[config.mk]
export PLATFORM = sky130hd
export DESIGN_NAME = stop_wake_ctrl
export DESIGN_NICKNAME = d
export VERILOG_FILES = /design/src/rtl/swc_pkg.sv /design/src/rtl/swc_sync.sv /design/src/rtl/swc_src_sel.sv /design/src/rtl/swc_qual.sv /design/src/rtl/swc_hold_timer.sv /design/src/rtl/stop_wake_ctrl.sv
export SDC_FILE = /design/constraint.sdc
export NUM_CORES = 1
export LEC_CHECK = 0
export CORE_MARGIN = 4
export CORE_UTILIZATION = 54
export CTS_BUF_LIST = sky130_fd_sc_hd__clkbuf_16
export DETAILED_ROUTE_END_ITERATION = 8
export DONT_BUFFER_PORTS = 1
export PLACE_DENSITY = 0.7
export SYNTH_ARGS = -nofsm -noshare
export SYNTH_HDL_FRONTEND = slang
export SYNTH_SLANG_ARGS = --single-unit
[constraint.sdc]
create_clock -name clk -period 1.9 [get_ports clk]
set_clock_uncertainty 0.05 [all_clocks]
set_input_delay 0.285 -clock clk [delete_from_list [all_inputs] [get_ports clk]]
set_output_delay 0.285 -clock clk [all_outputs]
set_load 0.05 [all_outputs]
[src/rtl/swc_pkg.sv]
package swc_pkg;
  localparam int P2_W = 8;
  localparam int P3_W = 4;

  typedef enum logic [2:0] {
    SRC_NONE    = 3'd0,
    SRC_P30     = 3'd1,
    SRC_P31     = 3'd2,
    SRC_P32     = 3'd3,
    SRC_P33     = 3'd4,
    SRC_P27     = 3'd5,
    SRC_NOR_LO  = 3'd6,
    SRC_NOR_ALL = 3'd7
  } src_e;

  typedef enum logic [1:0] {
    EXT_NONE    = 2'd0,
    EXT_AND_LO  = 2'd1,
    EXT_AND_ALL = 2'd2,
    EXT_RSVD    = 2'd3
  } ext_e;

  typedef struct packed {
    logic pol;
    logic dly;
    src_e src;
  } cfg_t;

  localparam cfg_t CFG_RST = '{pol: 1'b0, dly: 1'b1, src: SRC_NONE};
endpackage

[src/rtl/swc_sync.sv]
module swc_sync #(
  parameter int W      = 8,
  parameter int STAGES = 2
) (
  input  logic         clk,
  input  logic         rst_n,
  input  logic [W-1:0] d,
  output logic [W-1:0] q
);
  logic [W-1:0] stg [STAGES];

  generate
    for (genvar g = 0; g < STAGES; g++) begin : g_stage
      if (g == 0) begin : g_first
        always_ff @(posedge clk or negedge rst_n)
          if (!rst_n) stg[g] <= '0;
          else        stg[g] <= d;
      end else begin : g_next
        always_ff @(posedge clk or negedge rst_n)
          if (!rst_n) stg[g] <= '0;
          else        stg[g] <= stg[g-1];
      end
    end
  endgenerate

  assign q = stg[STAGES-1];
endmodule

[src/rtl/swc_src_sel.sv]
module swc_src_sel
  import swc_pkg::*;
(
  input  cfg_t             cfg,
  input  ext_e             ext,
  input  logic [P2_W-1:0]  p2,
  input  logic [P3_W-1:0]  p3,
  output logic             src_act
);
  logic hit;
  logic present;

  always_comb begin
    hit     = 1'b0;
    present = 1'b1;
    unique case (cfg.src)
      SRC_NONE: begin
        unique case (ext)
          EXT_AND_LO:  hit = &p2[3:0];
          EXT_AND_ALL: hit = &p2;
          default:     present = 1'b0;
        endcase
      end
      SRC_P30:     hit = p3[0];
      SRC_P31:     hit = p3[1];
      SRC_P32:     hit = p3[2];
      SRC_P33:     hit = p3[3];
      SRC_P27:     hit = p2[7];
      SRC_NOR_LO:  hit = ~|p2[3:0];
      SRC_NOR_ALL: hit = ~|p2;
      default:     present = 1'b0;
    endcase
  end

  // A missing source never wakes, whatever the polarity.
  assign src_act = present & (cfg.pol ? hit : ~hit);
endmodule

[src/rtl/swc_qual.sv]
module swc_qual #(
  parameter int FAST_QUAL = 5
) (
  input  logic clk,
  input  logic rst_n,
  input  logic stop_enter,
  input  logic fast,
  input  logic src_act,
  output logic stop_act,
  output logic wake_fire,
  output logic wake_req
);
  localparam int CW = $clog2(FAST_QUAL + 1);

  logic [CW-1:0] cnt;
  logic [CW-1:0] need;

  assign need      = fast ? CW'(FAST_QUAL) : CW'(1);
  assign wake_fire = stop_act & src_act & (cnt == need - CW'(1));

  always_ff @(posedge clk or negedge rst_n) begin
    if (!rst_n) begin
      stop_act <= 1'b0;
      cnt      <= '0;
      wake_req <= 1'b0;
    end else begin
      wake_req <= wake_fire;
      if (wake_fire) begin
        stop_act <= 1'b0;
        cnt      <= '0;
      end else begin
        if (stop_enter) stop_act <= 1'b1;
        cnt <= (stop_act && src_act) ? cnt + CW'(1) : '0;
      end
    end
  end

  // the wake request is a single pulse
  p_wake_pulse_r8: assert property (@(posedge clk) disable iff (!rst_n)
    wake_req |=> !wake_req);
  // a wake only ends an active STOP
  p_wake_ends_stop_r8: assert property (@(posedge clk) disable iff (!rst_n)
    wake_req |-> ($past(stop_act) && !stop_act));
  // the source was active in the accepting cycle
  p_wake_src_r6: assert property (@(posedge clk) disable iff (!rst_n)
    wake_req |-> $past(src_act));
endmodule

[src/rtl/swc_hold_timer.sv]
module swc_hold_timer #(
  parameter int DLY_CYCLES = 16
) (
  input  logic clk,
  input  logic rst_n,
  input  logic start,
  output logic hold
);
  generate
    if (DLY_CYCLES == 0) begin : g_none
      assign hold = 1'b0;
    end else begin : g_cnt
      localparam int TW = $clog2(DLY_CYCLES + 1);
      logic [TW-1:0] left;
      always_ff @(posedge clk or negedge rst_n) begin
        if (!rst_n)              left <= '0;
        else if (start)          left <= TW'(DLY_CYCLES);
        else if (left != '0)     left <= left - TW'(1);
      end
      assign hold = (left != '0);

      // a delayed wake raises the hold in the next cycle
      p_hold_start_r5: assert property (@(posedge clk) disable iff (!rst_n)
        start |=> hold);
    end
  endgenerate

  // the hold never rises without a start
  p_hold_cause_r5: assert property (@(posedge clk) disable iff (!rst_n)
    (!hold && !start) |=> !hold);
endmodule

[src/rtl/stop_wake_ctrl.sv]
module stop_wake_ctrl
  import swc_pkg::*;
#(
  parameter int DLY_CYCLES  = 16,
  parameter int FAST_QUAL   = 5,
  parameter int SYNC_STAGES = 2
) (
  input  logic        clk,
  input  logic        por_n,
  input  logic        cfg_wr,
  input  logic [7:0]  cfg_wdata,
  input  logic        ext_wr,
  input  logic [1:0]  ext_wdata,
  input  logic        stop_enter,
  input  logic [7:0]  p2_in,
  input  logic [3:0]  p3_in,
  output logic        wake_req,
  output logic        core_hold,
  output logic [7:0]  cfg_rdata
);
  cfg_t            cfg_q;
  ext_e            ext_q;
  logic            warm_q;
  logic            stop_act;
  logic            wake_fire;
  logic            src_act;
  logic [P2_W-1:0] p2_s;
  logic [P3_W-1:0] p3_s;
  logic            unused_wbits;

  assign unused_wbits = ^{cfg_wdata[7], cfg_wdata[1:0]};

  always_ff @(posedge clk or negedge por_n) begin
    if (!por_n) begin
      cfg_q  <= CFG_RST;
      ext_q  <= EXT_NONE;
      warm_q <= 1'b0;
    end else begin
      if (cfg_wr && !stop_act) cfg_q <= cfg_t'(cfg_wdata[6:2]);
      if (ext_wr && !stop_act) ext_q <= ext_e'(ext_wdata);
      if (stop_enter)          warm_q <= 1'b1;
    end
  end

  swc_sync #(.W(P2_W + P3_W), .STAGES(SYNC_STAGES)) u_sync (
    .clk   (clk),
    .rst_n (por_n),
    .d     ({p2_in, p3_in}),
    .q     ({p2_s, p3_s})
  );

  swc_src_sel u_sel (
    .cfg     (cfg_q),
    .ext     (ext_q),
    .p2      (p2_s),
    .p3      (p3_s),
    .src_act (src_act)
  );

  swc_qual #(.FAST_QUAL(FAST_QUAL)) u_qual (
    .clk        (clk),
    .rst_n      (por_n),
    .stop_enter (stop_enter),
    .fast       (~cfg_q.dly),
    .src_act    (src_act),
    .stop_act   (stop_act),
    .wake_fire  (wake_fire),
    .wake_req   (wake_req)
  );

  swc_hold_timer #(.DLY_CYCLES(DLY_CYCLES)) u_hold (
    .clk   (clk),
    .rst_n (por_n),
    .start (wake_fire & cfg_q.dly),
    .hold  (core_hold)
  );

  assign cfg_rdata = {warm_q, cfg_q, 2'b00};

  // registers stay frozen while STOP is active
  p_cfg_frozen_r10: assert property (@(posedge clk) disable iff (!por_n)
    stop_act |=> ($stable(cfg_q) && $stable(ext_q)));
  // the warm flag is sticky until power-on reset
  p_warm_sticky_r7: assert property (@(posedge clk) disable iff (!por_n)
    warm_q |=> warm_q);
  // STOP entry marks a warm start
  p_warm_set_r7: assert property (@(posedge clk) disable iff (!por_n)
    stop_enter |=> warm_q);
endmodule

==> run_results.csv, run 1 <==
group,metric,value,unit
global_routing,grt_overflow,0,
sta,maxSlewViolCount,0,
critical_path,worst-path-stages,8,
synth,number_of_register_bits_inferred_by_synthesis,42,
routing,routed_via_density,5.326,
placed_design,port_bufs,0,
final_layout,antenna_cells,0,
floorplan,core-area,0.002805,mm2
synth,synth_area,0.001603,mm2
power_and_ir_drop,finalPower,0.003792,W
critical_path,critical_path_arrival,2.04,ns
outcome,violations,"negative setup slack",
synth,avgSynthCellArea,13.58,um2
critical_path,cp-start-kind,"register",
power_and_ir_drop,power.share.clock,0.243,
clock_tree,clock_tree.root_cell,"clkbuf_16",
placed_design,placed_cells_incl_taps,154,
power_and_ir_drop,combinational_power_share,0.400,
routing,drt_pre_antenna_iters,4,
critical_path,criticalPathCategory,"reg -> reg",
clock_tree,cts.clk_slew.worst_paths,0.05,ns
critical_path,worst-path-buf-inv,1,
power_and_ir_drop,pwr-share-seq,0.357,
power_and_ir_drop,p_sw,0.001375,W
placed_design,last_weighted_congestion_value_of_the_routability_driven_placer,0.7248,
sta,fin_crit_period,1.933,ns
clock_tree,tritoncts_clock_tree,"yes",
critical_path,path_max_fanout,5,
routing,routed_wire_length_per_instance,16.17,um
critical_path,worst_path_dominant_cell_family,"compound AO/OA/AOI/OAI gates",
synth,post_synth_num_cell_types,34,
routing,detailroute.via_count,948,
floorplan,chipHeight,62.48,um
routing,detail_route.iter0.violations,43,
final_layout,area.growth.synth_to_final,32.32,%
routing,route.final.wire_length,2878,um
synth,syn_inst,118,
floorplan,design.die.area,0.003904,mm2
critical_path,ff2ff_path_depth,8,
clock_tree,cts_made_buffers,5,
critical_path,worst_path_largest_cell_delay,0.37,ns
clock_tree,clockBufferDepth,2,
final_layout,share_of_layout_cells_above_drive_strength_1,0.2857,
sta,setup_ws,-0.03287,ns
outcome,outcome,"finished with violations",
final_layout,fillCellCount,187,
sta,finalSetupViolations,5,
clock_tree,worstSkewPairLatency,0.28,ns
placed_design,dpl.hpwl,1900,um
global_routing,antenna_violations_before_repair,0,
hold_path,cells_on_worst_hold_path,1,
sta,max_freq,0.5174,GHz
floorplan,initial_core_utilization,0.5714,
synth,yosys-top-cells-area,"dfrtp_1, ha_1, mux2_2, inv_1, nor3_1",
power_and_ir_drop,intPower,0.002417,W
clock_tree,h-tree-depth,2,
power_and_ir_drop,power_switching_share,0.3626,
flow_run,cap_viol_max_count,0,
final_layout,multi_input_gate_area_in_the_final_layout,605.6,um2
sta,whs,0.06815,ns
global_routing,via_count_of_the_first_global_routing_pass,1070,
routing,remaining_drc_errors,0,
floorplan,floorplan.rows,19,
final_layout,sequential_cell_area,0.001055,mm2
synth,yosysSeqAreaShare,0.6565,
routing,route.antenna.remaining_nets,0,
critical_path,critical_path.cell_chain,"inv_2, ha_4, and3_4, a31oi_4, nor4_4, o31ai_4, xnor2_4, o31a_2",
global_routing,track_usage,0.1704,
critical_path,cpMaxStageDelayCell,"dfrtp_1",
final_layout,final_net_count,179,
critical_path,critical_path.endpoint_type,"register",
synth,ys.warnings.count,0,
critical_path,required,2.01,ns
floorplan,design.portCount,37,
global_routing,grt_first_pass_wirelength,4878,um
synth,synth_largest_type_area_fraction,0.6401,
final_layout,instances_no_fill,178,
power_and_ir_drop,vdd.ir_drop.worst,1.010,mV
synth,netlist.top_cell.by_area,"dfrtp_1",
sta,post-route-period-util,1.017,
power_and_ir_drop,power_per_cell_area,1788,mW/mm2
global_routing,grt_start_max_net_pins,43,
floorplan,horizontal_extent_of_the_die,62.48,um
sta,hold_violations,0,
hold_path,worstHoldPathType,"in -> reg",
clock_tree,cts.sink_count,42,
sta,grt_setup_unrepaired,"yes",
power_and_ir_drop,static-leakage-power,0.9303,nW
[worst register-to-register path, delay by kind of cell (launching register included)]
| kind | cells | cell delay (ns) |
|---|---|---|
| flops | 1 | 0.37 |
| buf+inv | 1 | 0.06 |
| compound gates | 3 | 0.83 |
| simple gates | 2 | 0.21 |
| xor+xnor | 1 | 0.13 |
| fa+ha+maj | 1 | 0.15 |
[worst paths after layout]
check,startpoint,endpoint,slack (ns)
worst max-delay path,ext_q[0],u_hold.g_cnt.left[0],-0.03
worst min-delay path,stop_enter,warm_q,0.07
worst max register to register,ext_q[0],u_hold.g_cnt.left[0],-0.03
worst min register to register,u_sync.stg[12],u_sync.q[0],0.30
max in group asynchronous,por_n,cfg_rdata[5],1.12
min in group asynchronous,por_n,u_sync.stg[13],0.42
[timing repair]
action                     CTS  global route
setup endpoints to repair   11            11
buffers inserted             1             2
hold endpoints to repair    54             0
gates cloned                 1             0
hold buffers                14             0
resized for setup            8             6
pin swaps                    3             2
[registers in the layout, summed over array words and instances (netlist names)]
| signal | flops |
|---|---|
| cfg_rdata | 5 |
| u_qual.stop_act | 1 |
| u_hold.g_cnt.left | 5 |
| u_sync.stg | 12 |
| ext_q | 2 |
| u_qual.cnt | 3 |
| u_qual.wake_req | 1 |
| u_sync.q | 12 |
| warm_q | 1 |
[cell families after synthesis]
group	share of synthesized area
compound gates	0.08275
xor+xnor	0.03748
fa+ha+maj	0.04684
buf+inv	0.04527
flops	0.6565
mux	0.04762
other cells	0.002340
simple gates	0.08120
[power groups by stage]
stage,clock network (W),registers [W],logic (W)
floorplan,0,0.00145,0.000808
finish,0.000920,0.00136,0.00152
detailed placement,0,0.00132,0.00124
global placement,0,0.00131,0.00121
global route,0.000998,0.00138,0.00166
CTS,0.000939,0.00134,0.00147
[Yosys cell counts]
library cell	count
a21oi_1	3
a31oi_1	1
and3_1	1
buf_4	3
buf_6	1
clkbuf_2	1
conb_1	1
dfrtp_1	41
dfstp_2	1
ha_1	6
inv_1	9
mux2_2	5
mux2i_1	2
nand2_1	6
nand2b_1	1
nand3_1	2
nand3b_1	1
nor2_1	2
nor2b_1	2
nor3_1	6
nor4_1	2
nor4b_1	1
o211ai_1	1
o21ai_0	3
o311a_1	2
o31a_2	2
o31ai_1	1
o31ai_2	1
o32a_2	1
o41ai_1	2
or2_2	1
xnor2_1	2
xnor2_2	1
xor2_1	3
[metrics by stage]
| step | util | TNS, ns | worst slack, ns | area, um2 |
|---|---|---|---|---|
| 6_report | 0.7560 | -0.1154 | -0.03287 | 2121 |
| 5_1_grt | 0.7560 | -0.6591 | -0.1034 | 2121 |
| 4_1_cts | 0.7391 | -0.1885 | -0.04943 | 2073 |
| 2_1_floorplan | - | 0 | 0.01451 | 1632 |
| 3_3_place_gp | 0.6026 | -0.6933 | -0.1053 | 1690 |
| 3_5_place_dp | 0.6026 | -1.418 | -0.1944 | 1690 |
[per-layer routing]
metal  global-route usage  routed length (um)  share of wire
met5                    0                   0              0
met4              0.07438                  31          0.011
met3              0.08453                 185          0.064
met2               0.2810                1454           0.51
met1               0.1844                1207           0.42
[layout by cell type, fill, tap and decap left out, types with 3 or more instances in the layout]
| cell type | instances |
|---|---|
| dfrtp_1 | 39 |
| o21ai_0 | 3 |
| dlygate4sd3_1 | 13 |
| nand2_1 | 6 |
| xor2_1 | 3 |
| mux2_2 | 5 |
| inv_1 | 9 |
| nor3_1 | 4 |
| ha_1 | 5 |
| clkbuf_16 | 5 |
| a21oi_1 | 3 |
| buf_4 | 10 |
[final cells by class]
| type | count | area share |
|---|---|---|
| timing repair buffer | 24 | 0.1062 |
| sequential | 42 | 0.4973 |
| clock inverter | 3 | 0.01770 |
| multi-input combinational | 64 | 0.2855 |
| clock buffer | 5 | 0.05900 |
| inverter | 9 | 0.01593 |
| tap | 31 | 0.01829 |
Note: power is estimated with default switching activity, not from simulation.
==> inputs of run 2 (changes only) <==
Settings changed: MAX_ROUTING_LAYER from default to met4.
==> run 2 against run 1 <==
  * The run still ends with negative setup slack left
  * Routed wire length did not move
  * Global-route usage rose by 0.49 points
  * Cell count did not move
  * Combinational power barely moved
  * Hold slack barely moved
  * Count of clock-buffer cells in the layout did not move
  * Power barely moved
  * Flip-flop and latch count did not move
  * First-iteration DRC count fell by 26%
  * Die area did not move
==> run_results.csv, run 2 (synthesized netlist as in run 1, its figures left out) <==
group,metric,value,unit
final_layout,final_net_count,179,
power_and_ir_drop,p_sw,0.001375,W
global_routing,grt_first_pass_wirelength,4878,um
final_layout,post-route-cell-area,0.002121,mm2
hold_path,cells_on_worst_hold_path,1,
critical_path,regToRegStartpoint,"ext_q[0]",
clock_tree,cts.sink_count,42,
floorplan,horizontal_extent_of_the_die,62.48,um
clock_tree,clock_tree.root_cell,"clkbuf_16",
placed_design,placement.setup.worst_slack,-0.1944,ns
final_layout,layout.cells.most_common_list,"dfrtp_1, dlygate4sd3_1, buf_4",
routing,route.final.wire_length,2878,um
sta,fin_tns_setup,-0.1154,ns
placed_design,dpl.hpwl,1900,um
sta,post-route-period-util,1.017,
global_routing,grt_most_used_layer,"met2",
clock_tree,h-tree-depth,2,
final_layout,antenna_cells,0,
critical_path,criticalPathCategory,"reg -> reg",
outcome,violations,"negative setup slack",
power_and_ir_drop,power_per_cell_area,1788,mW/mm2
sta,grt_setup_unrepaired,"yes",
power_and_ir_drop,combinational_power_share,0.400,
global_routing,groute.layer.met2.usage,0.2810,
final_layout,area.growth.synth_to_final,32.32,%
clock_tree,cts.clk_slew.worst_paths,0.05,ns
global_routing,grt_start_max_net_pins,43,
placed_design,placed_cell_area,0.001690,mm2
power_and_ir_drop,power_switching_share,0.3626,
floorplan,design.portCount,37,
sta,maxSlewViolCount,0,
placed_design,port_bufs,0,
critical_path,cp-start-kind,"register",
critical_path,ff2ff_path_depth,8,
critical_path,startpoint,"ext_q[0]",
power_and_ir_drop,vdd.ir_drop.worst,1.010,mV
global_routing,grt_overflow,0,
sta,finalSetupViolations,5,
routing,drt_pre_antenna_iters,4,
global_routing,grt.met1_usage,0.1856,
clock_tree,tritoncts_clock_tree,"yes",
placed_design,last_weighted_congestion_value_of_the_routability_driven_placer,0.7334,
power_and_ir_drop,intPower,0.002417,W
global_routing,via_count_of_the_first_global_routing_pass,1070,
final_layout,mostFrequentLayoutCell,"dfrtp_1",
routing,detailroute.via_count,948,
sta,max_freq,0.5174,GHz
final_layout,fillCellCount,187,
clock_tree,clockBufferDepth,2,
floorplan,floorplan.rows,19,
sta,hold_violations,0,
critical_path,critical_path.endpoint_type,"register",
hold_path,worstHoldPathType,"in -> reg",
routing,route.antenna.remaining_nets,0,
routing,routed_wire_length_per_instance,16.17,um
hold_path,hold_path_startpoint,"stop_enter",
floorplan,design.die.area,0.003904,mm2
critical_path,required,2.01,ns
power_and_ir_drop,power.share.clock,0.243,
global_routing,antenna_violations_before_repair,0,
sta,setup_ws,-0.03287,ns
floorplan,initial_core_utilization,0.5714,
clock_tree,worstSkewPairLatency,0.28,ns
floorplan,chipHeight,62.48,um
floorplan,core-area,0.002805,mm2
power_and_ir_drop,static-leakage-power,0.9303,nW
routing,detail_route.iter0.violations,32,
clock_tree,cts_made_buffers,5,
critical_path,critical_path_arrival,2.04,ns
flow_run,cap_viol_max_count,0,
global_routing,track_usage,0.1752,
final_layout,share_of_layout_cells_above_drive_strength_1,0.2857,
power_and_ir_drop,pwr-share-seq,0.357,
critical_path,path_max_fanout,5,
outcome,outcome,"finished with violations",
global_routing,groute.layer.met3.usage,0.08273,
routing,routed_via_density,5.326,
routing,remaining_drc_errors,0,
sta,fin_crit_period,1.933,ns
-- run 2: cell counts in the layout (fill, tap and decap cells not counted) --
Identical to the previous run, type by type.
-- run 2: power groups by stage --
stage | registers [W] | clock network (W) | logic, W
after global placement | 0.00131 | 0 | 0.00121
final | 0.00136 | 0.000920 | 0.00152
after CTS | 0.00134 | 0.000939 | 0.00147
after floorplan | 0.00145 | 0 | 0.000808
after global routing | 0.00138 | 0.000998 | 0.00166
after detailed placement | 0.00132 | 0 | 0.00124
-- run 2: layer usage --
layer | wire (um) | up-vias
met1 | 1215 | 461
met5 | 0 | -
met4 | 31 | 0
met2 | 1454 | 22
li1 | - | 459
met3 | 177 | 6
-- run 2: repair_timing --
item / in CTS / in global routing
setup endpoints to repair: 11 / 11
resized for setup: 8 / 6
hold buffers: 14 / 0
hold endpoints to repair: 54 / 0
cloned: 1 / 0
pin swaps: 3 / 2
setup buffers: 1 / 2
-- run 2: critical path, cell delays in order (launching register included) --
cell     delay, ns
dfrtp_1       0.37
inv_2         0.06
ha_4          0.15
and3_4        0.15
a31oi_4       0.16
nor4_4        0.06
o31ai_4       0.33
xnor2_4       0.12
o31a_2        0.34
-- run 2: final timing paths --
path / slack, ns / to
max: -0.03 / u_hold.g_cnt.left[0]
min: 0.07 / warm_q
max reg2reg: -0.03 / u_hold.g_cnt.left[0]
min reg2reg: 0.30 / u_sync.q[0]
max in group asynchronous: 1.12 / cfg_rdata[5]
min in group asynchronous: 0.42 / u_sync.stg[13]
-- run 2: cell type report --
cell class / count / area [um2] / area share
clock buffers: 5 / 125.1 / 0.05900
clock inverters: 3 / 37.54 / 0.01770
inverters: 9 / 33.78 / 0.01593
multi-input cells: 64 / 605.6 / 0.2855
flip-flops and latches: 42 / 1055 / 0.4973
well taps: 31 / 38.79 / 0.01829
repair buffers: 24 / 225.2 / 0.1062
-- run 2: metrics by stage --
step	std cells	hold WS [ns]	total power, W	utilization
after detailed placement	154	-0.05952	0.002564	0.6026
after floorplan	119	-0.06059	0.002260	-
after global routing	178	0.06036	0.004037	0.7560
final	178	0.06815	0.003791	0.7560
after global placement	154	-0.05948	0.002513	0.6026
after CTS	178	0.06021	0.003743	0.7391
==> inputs of run 3 (changes only) <==
Settings changed: BUFFER_PORTS_ARGS from default to -buffer_cell sky130_fd_sc_hd__buf_2, CORE_UTILIZATION 54 to 47, DONT_BUFFER_PORTS 1 to default, PLACE_DENSITY 0.7 to 0.74.
==> run 3 against run 2 <==
  * Critical path depth fell by 1
  * Critical endpoint is now u_hold.g_cnt.left[1]
  * Die area rose by 13%
  * Largest cell class unchanged
  * Sequential share of layout area rose by 0.93 points
  * The flow finishes with violations (negative hold slack)
==> run_results.csv, run 3 (synthesized netlist as in run 1, its figures left out) <==
group,metric,value,unit
placed_design,last_weighted_congestion_value_of_the_routability_driven_placer,0.8028,
floorplan,design.die.area,0.004408,mm2
global_routing,grt_first_pass_wirelength,4512,um
routing,detailroute.via_count,1003,
critical_path,critical_path_arrival,2.01,ns
final_layout,share_of_layout_cells_above_drive_strength_1,0.4528,
critical_path,ff_to_ff_end,"u_hold.g_cnt.left[1]",
critical_path,startpoint,"ext_q[0]",
placed_design,placed_cell_area,0.001839,mm2
critical_path,critical_path.endpoint,"u_hold.g_cnt.left[1]",
clock_tree,cts.sink_count,42,
placed_design,dpl.hpwl,2026,um
sta,max_freq,0.5278,GHz
critical_path,required,2.02,ns
global_routing,grt_start_max_net_pins,43,
final_layout,mostFrequentLayoutCell,"dfrtp_1",
global_routing,track_usage,0.1451,
floorplan,horizontal_extent_of_the_die,66.40,um
routing,drt_pre_antenna_iters,2,
final_layout,layout.cells.most_common_list,"dfrtp_1, buf_2, inv_1",
critical_path,criticalPathCategory,"reg -> reg",
final_layout,final_net_count,191,
routing,routed_via_density,4.941,
placed_design,placed_cells_incl_taps,195,
clock_tree,cts.clk_slew.worst_paths,0.06,ns
sta,hold_violations,1,
sta,fin_tns_setup,0,ns
critical_path,critical_path.endpoint_type,"register",
sta,whs,-0.001632,ns
sta,grt_setup_unrepaired,"yes",
global_routing,grt_overflow,0,
clock_tree,number_of_buffers_inserted_to_repair_setup_after_cts,0,
clock_tree,cts_made_buffers,5,
clock_tree,tritoncts_clock_tree,"yes",
clock_tree,h-tree-depth,2,
flow_run,cap_viol_max_count,0,
routing,remaining_drc_errors,0,
global_routing,antenna_violations_before_repair,0,
floorplan,initial_core_utilization,0.5083,
critical_path,cp-start-kind,"register",
routing,detail_route.iter0.violations,22,
floorplan,design.portCount,37,
sta,worst-slew-pin-transition,0.5069,ns
floorplan,chipHeight,66.40,um
sta,maxSlewHeadroom,0.6614,
floorplan,floorplan.rows,20,
hold_path,worstHoldPathType,"in -> async",
routing,routed_wire_length_per_instance,13.43,um
outcome,outcome,"finished with violations",
power_and_ir_drop,power_per_cell_area,1725,mW/mm2
sta,post-route-period-util,0.9971,
floorplan,core-area,0.003153,mm2
final_layout,post-route-cell-area,0.002082,mm2
outcome,violations,"negative hold slack",
placed_design,port_bufs,31,
final_layout,antenna_cells,0,
clock_tree,clock_tree.root_cell,"clkbuf_16",
sta,fin_crit_period,1.895,ns
global_routing,via_count_of_the_first_global_routing_pass,1029,
critical_path,regToRegStartpoint,"ext_q[0]",
final_layout,instances_no_fill,203,
critical_path,timing.reg2reg.setup_slack,0.005,ns
routing,route.final.wire_length,2727,um
clock_tree,worstSkewPairLatency,0.28,ns
power_and_ir_drop,static-leakage-power,0.9542,nW
final_layout,area.growth.synth_to_final,29.90,%
routing,route.antenna.remaining_nets,0,
power_and_ir_drop,vdd.ir_drop.worst,0.9672,mV
sta,maxSlewViolCount,0,
critical_path,path_max_fanout,7,
critical_path,ff2ff_path_depth,7,
clock_tree,clockBufferDepth,2,
sta,finalSetupViolations,0,
## run 3: cell types whose count changed in the layout (fill, tap and decap cells not counted), sizes merged
cell	previous run	this run
bufinv	1	0
xnor2	4	3
inv	10	11
buf	11	37
dlygate4sd3	13	0
## run 3: what timing repair did
action,in CTS,in global routing
hold buffers,0,0
pin swaps,3,3
hold endpoints to repair,0,0
resized for setup,4,13
cloned,0,0
endpoints found under the setup margin,10,10
## run 3: routing by layer
layer  global-route usage  share of wire
met5                    -              0
met4              0.07360          0.021
met3              0.04592          0.050
met2               0.2379           0.52
met1               0.1580           0.41
## run 3: worst min path at each step
| stage | end | cells past startpoint | slack, ns | start |
|---|---|---|---|---|
| after floorplan | cfg_rdata[2] | 0 | -0.06 | por_n |
| after global placement | u_sync.q[6] | 0 | 0.28 | u_sync.stg[18] |
| after detailed placement | u_sync.q[10] | 0 | 0.28 | u_sync.stg[22] |
| after CTS | u_sync.stg[21] | 2 | 0.02 | por_n |
| after global routing | u_sync.stg[15] | 1 | 0.05 | p3_in[3] |
| final | u_sync.stg[21] | 2 | -0.002 | por_n |
## run 3: where the power goes
part,leakage (nW),switching (W),internal (W)
clock network,0.0763,0.000359,0.000502
registers,0.493,0.000225,0.00110
logic,0.385,0.000793,0.000610
total,0.954,0.00138,0.00221
## run 3: final cells by class
class / instances / area, um2
inverters: 9 / 33.78
flip-flops and latches: 42 / 1055
clock inverters: 3 / 28.78
fillers: 225 / 1071
multi-input cells: 63 / 578.1
well taps: 44 / 55.05
clock buffers: 5 / 125.1
repair buffers: 37 / 206.4
## run 3: critical path: stages, from the launching register on
cell and delay [ns]:
dfrtp_1 0.40, buf_4 0.14, ha_2 0.18, a31oi_4 0.16, nor4_4 0.05, o31ai_2 0.25, xnor2_2 0.17, o31a_2 0.37
## run 3: metrics by stage
stage	util	setup WS [ns]	power (W)
floorplan	-	0.01451	0.002260
CTS	0.6425	0.003657	0.003547
finish	0.6603	0.005457	0.003591
detailed placement	0.5833	-0.08293	0.002604
global placement	0.5833	-0.05403	0.002524
global route	0.6603	-0.07823	0.003810
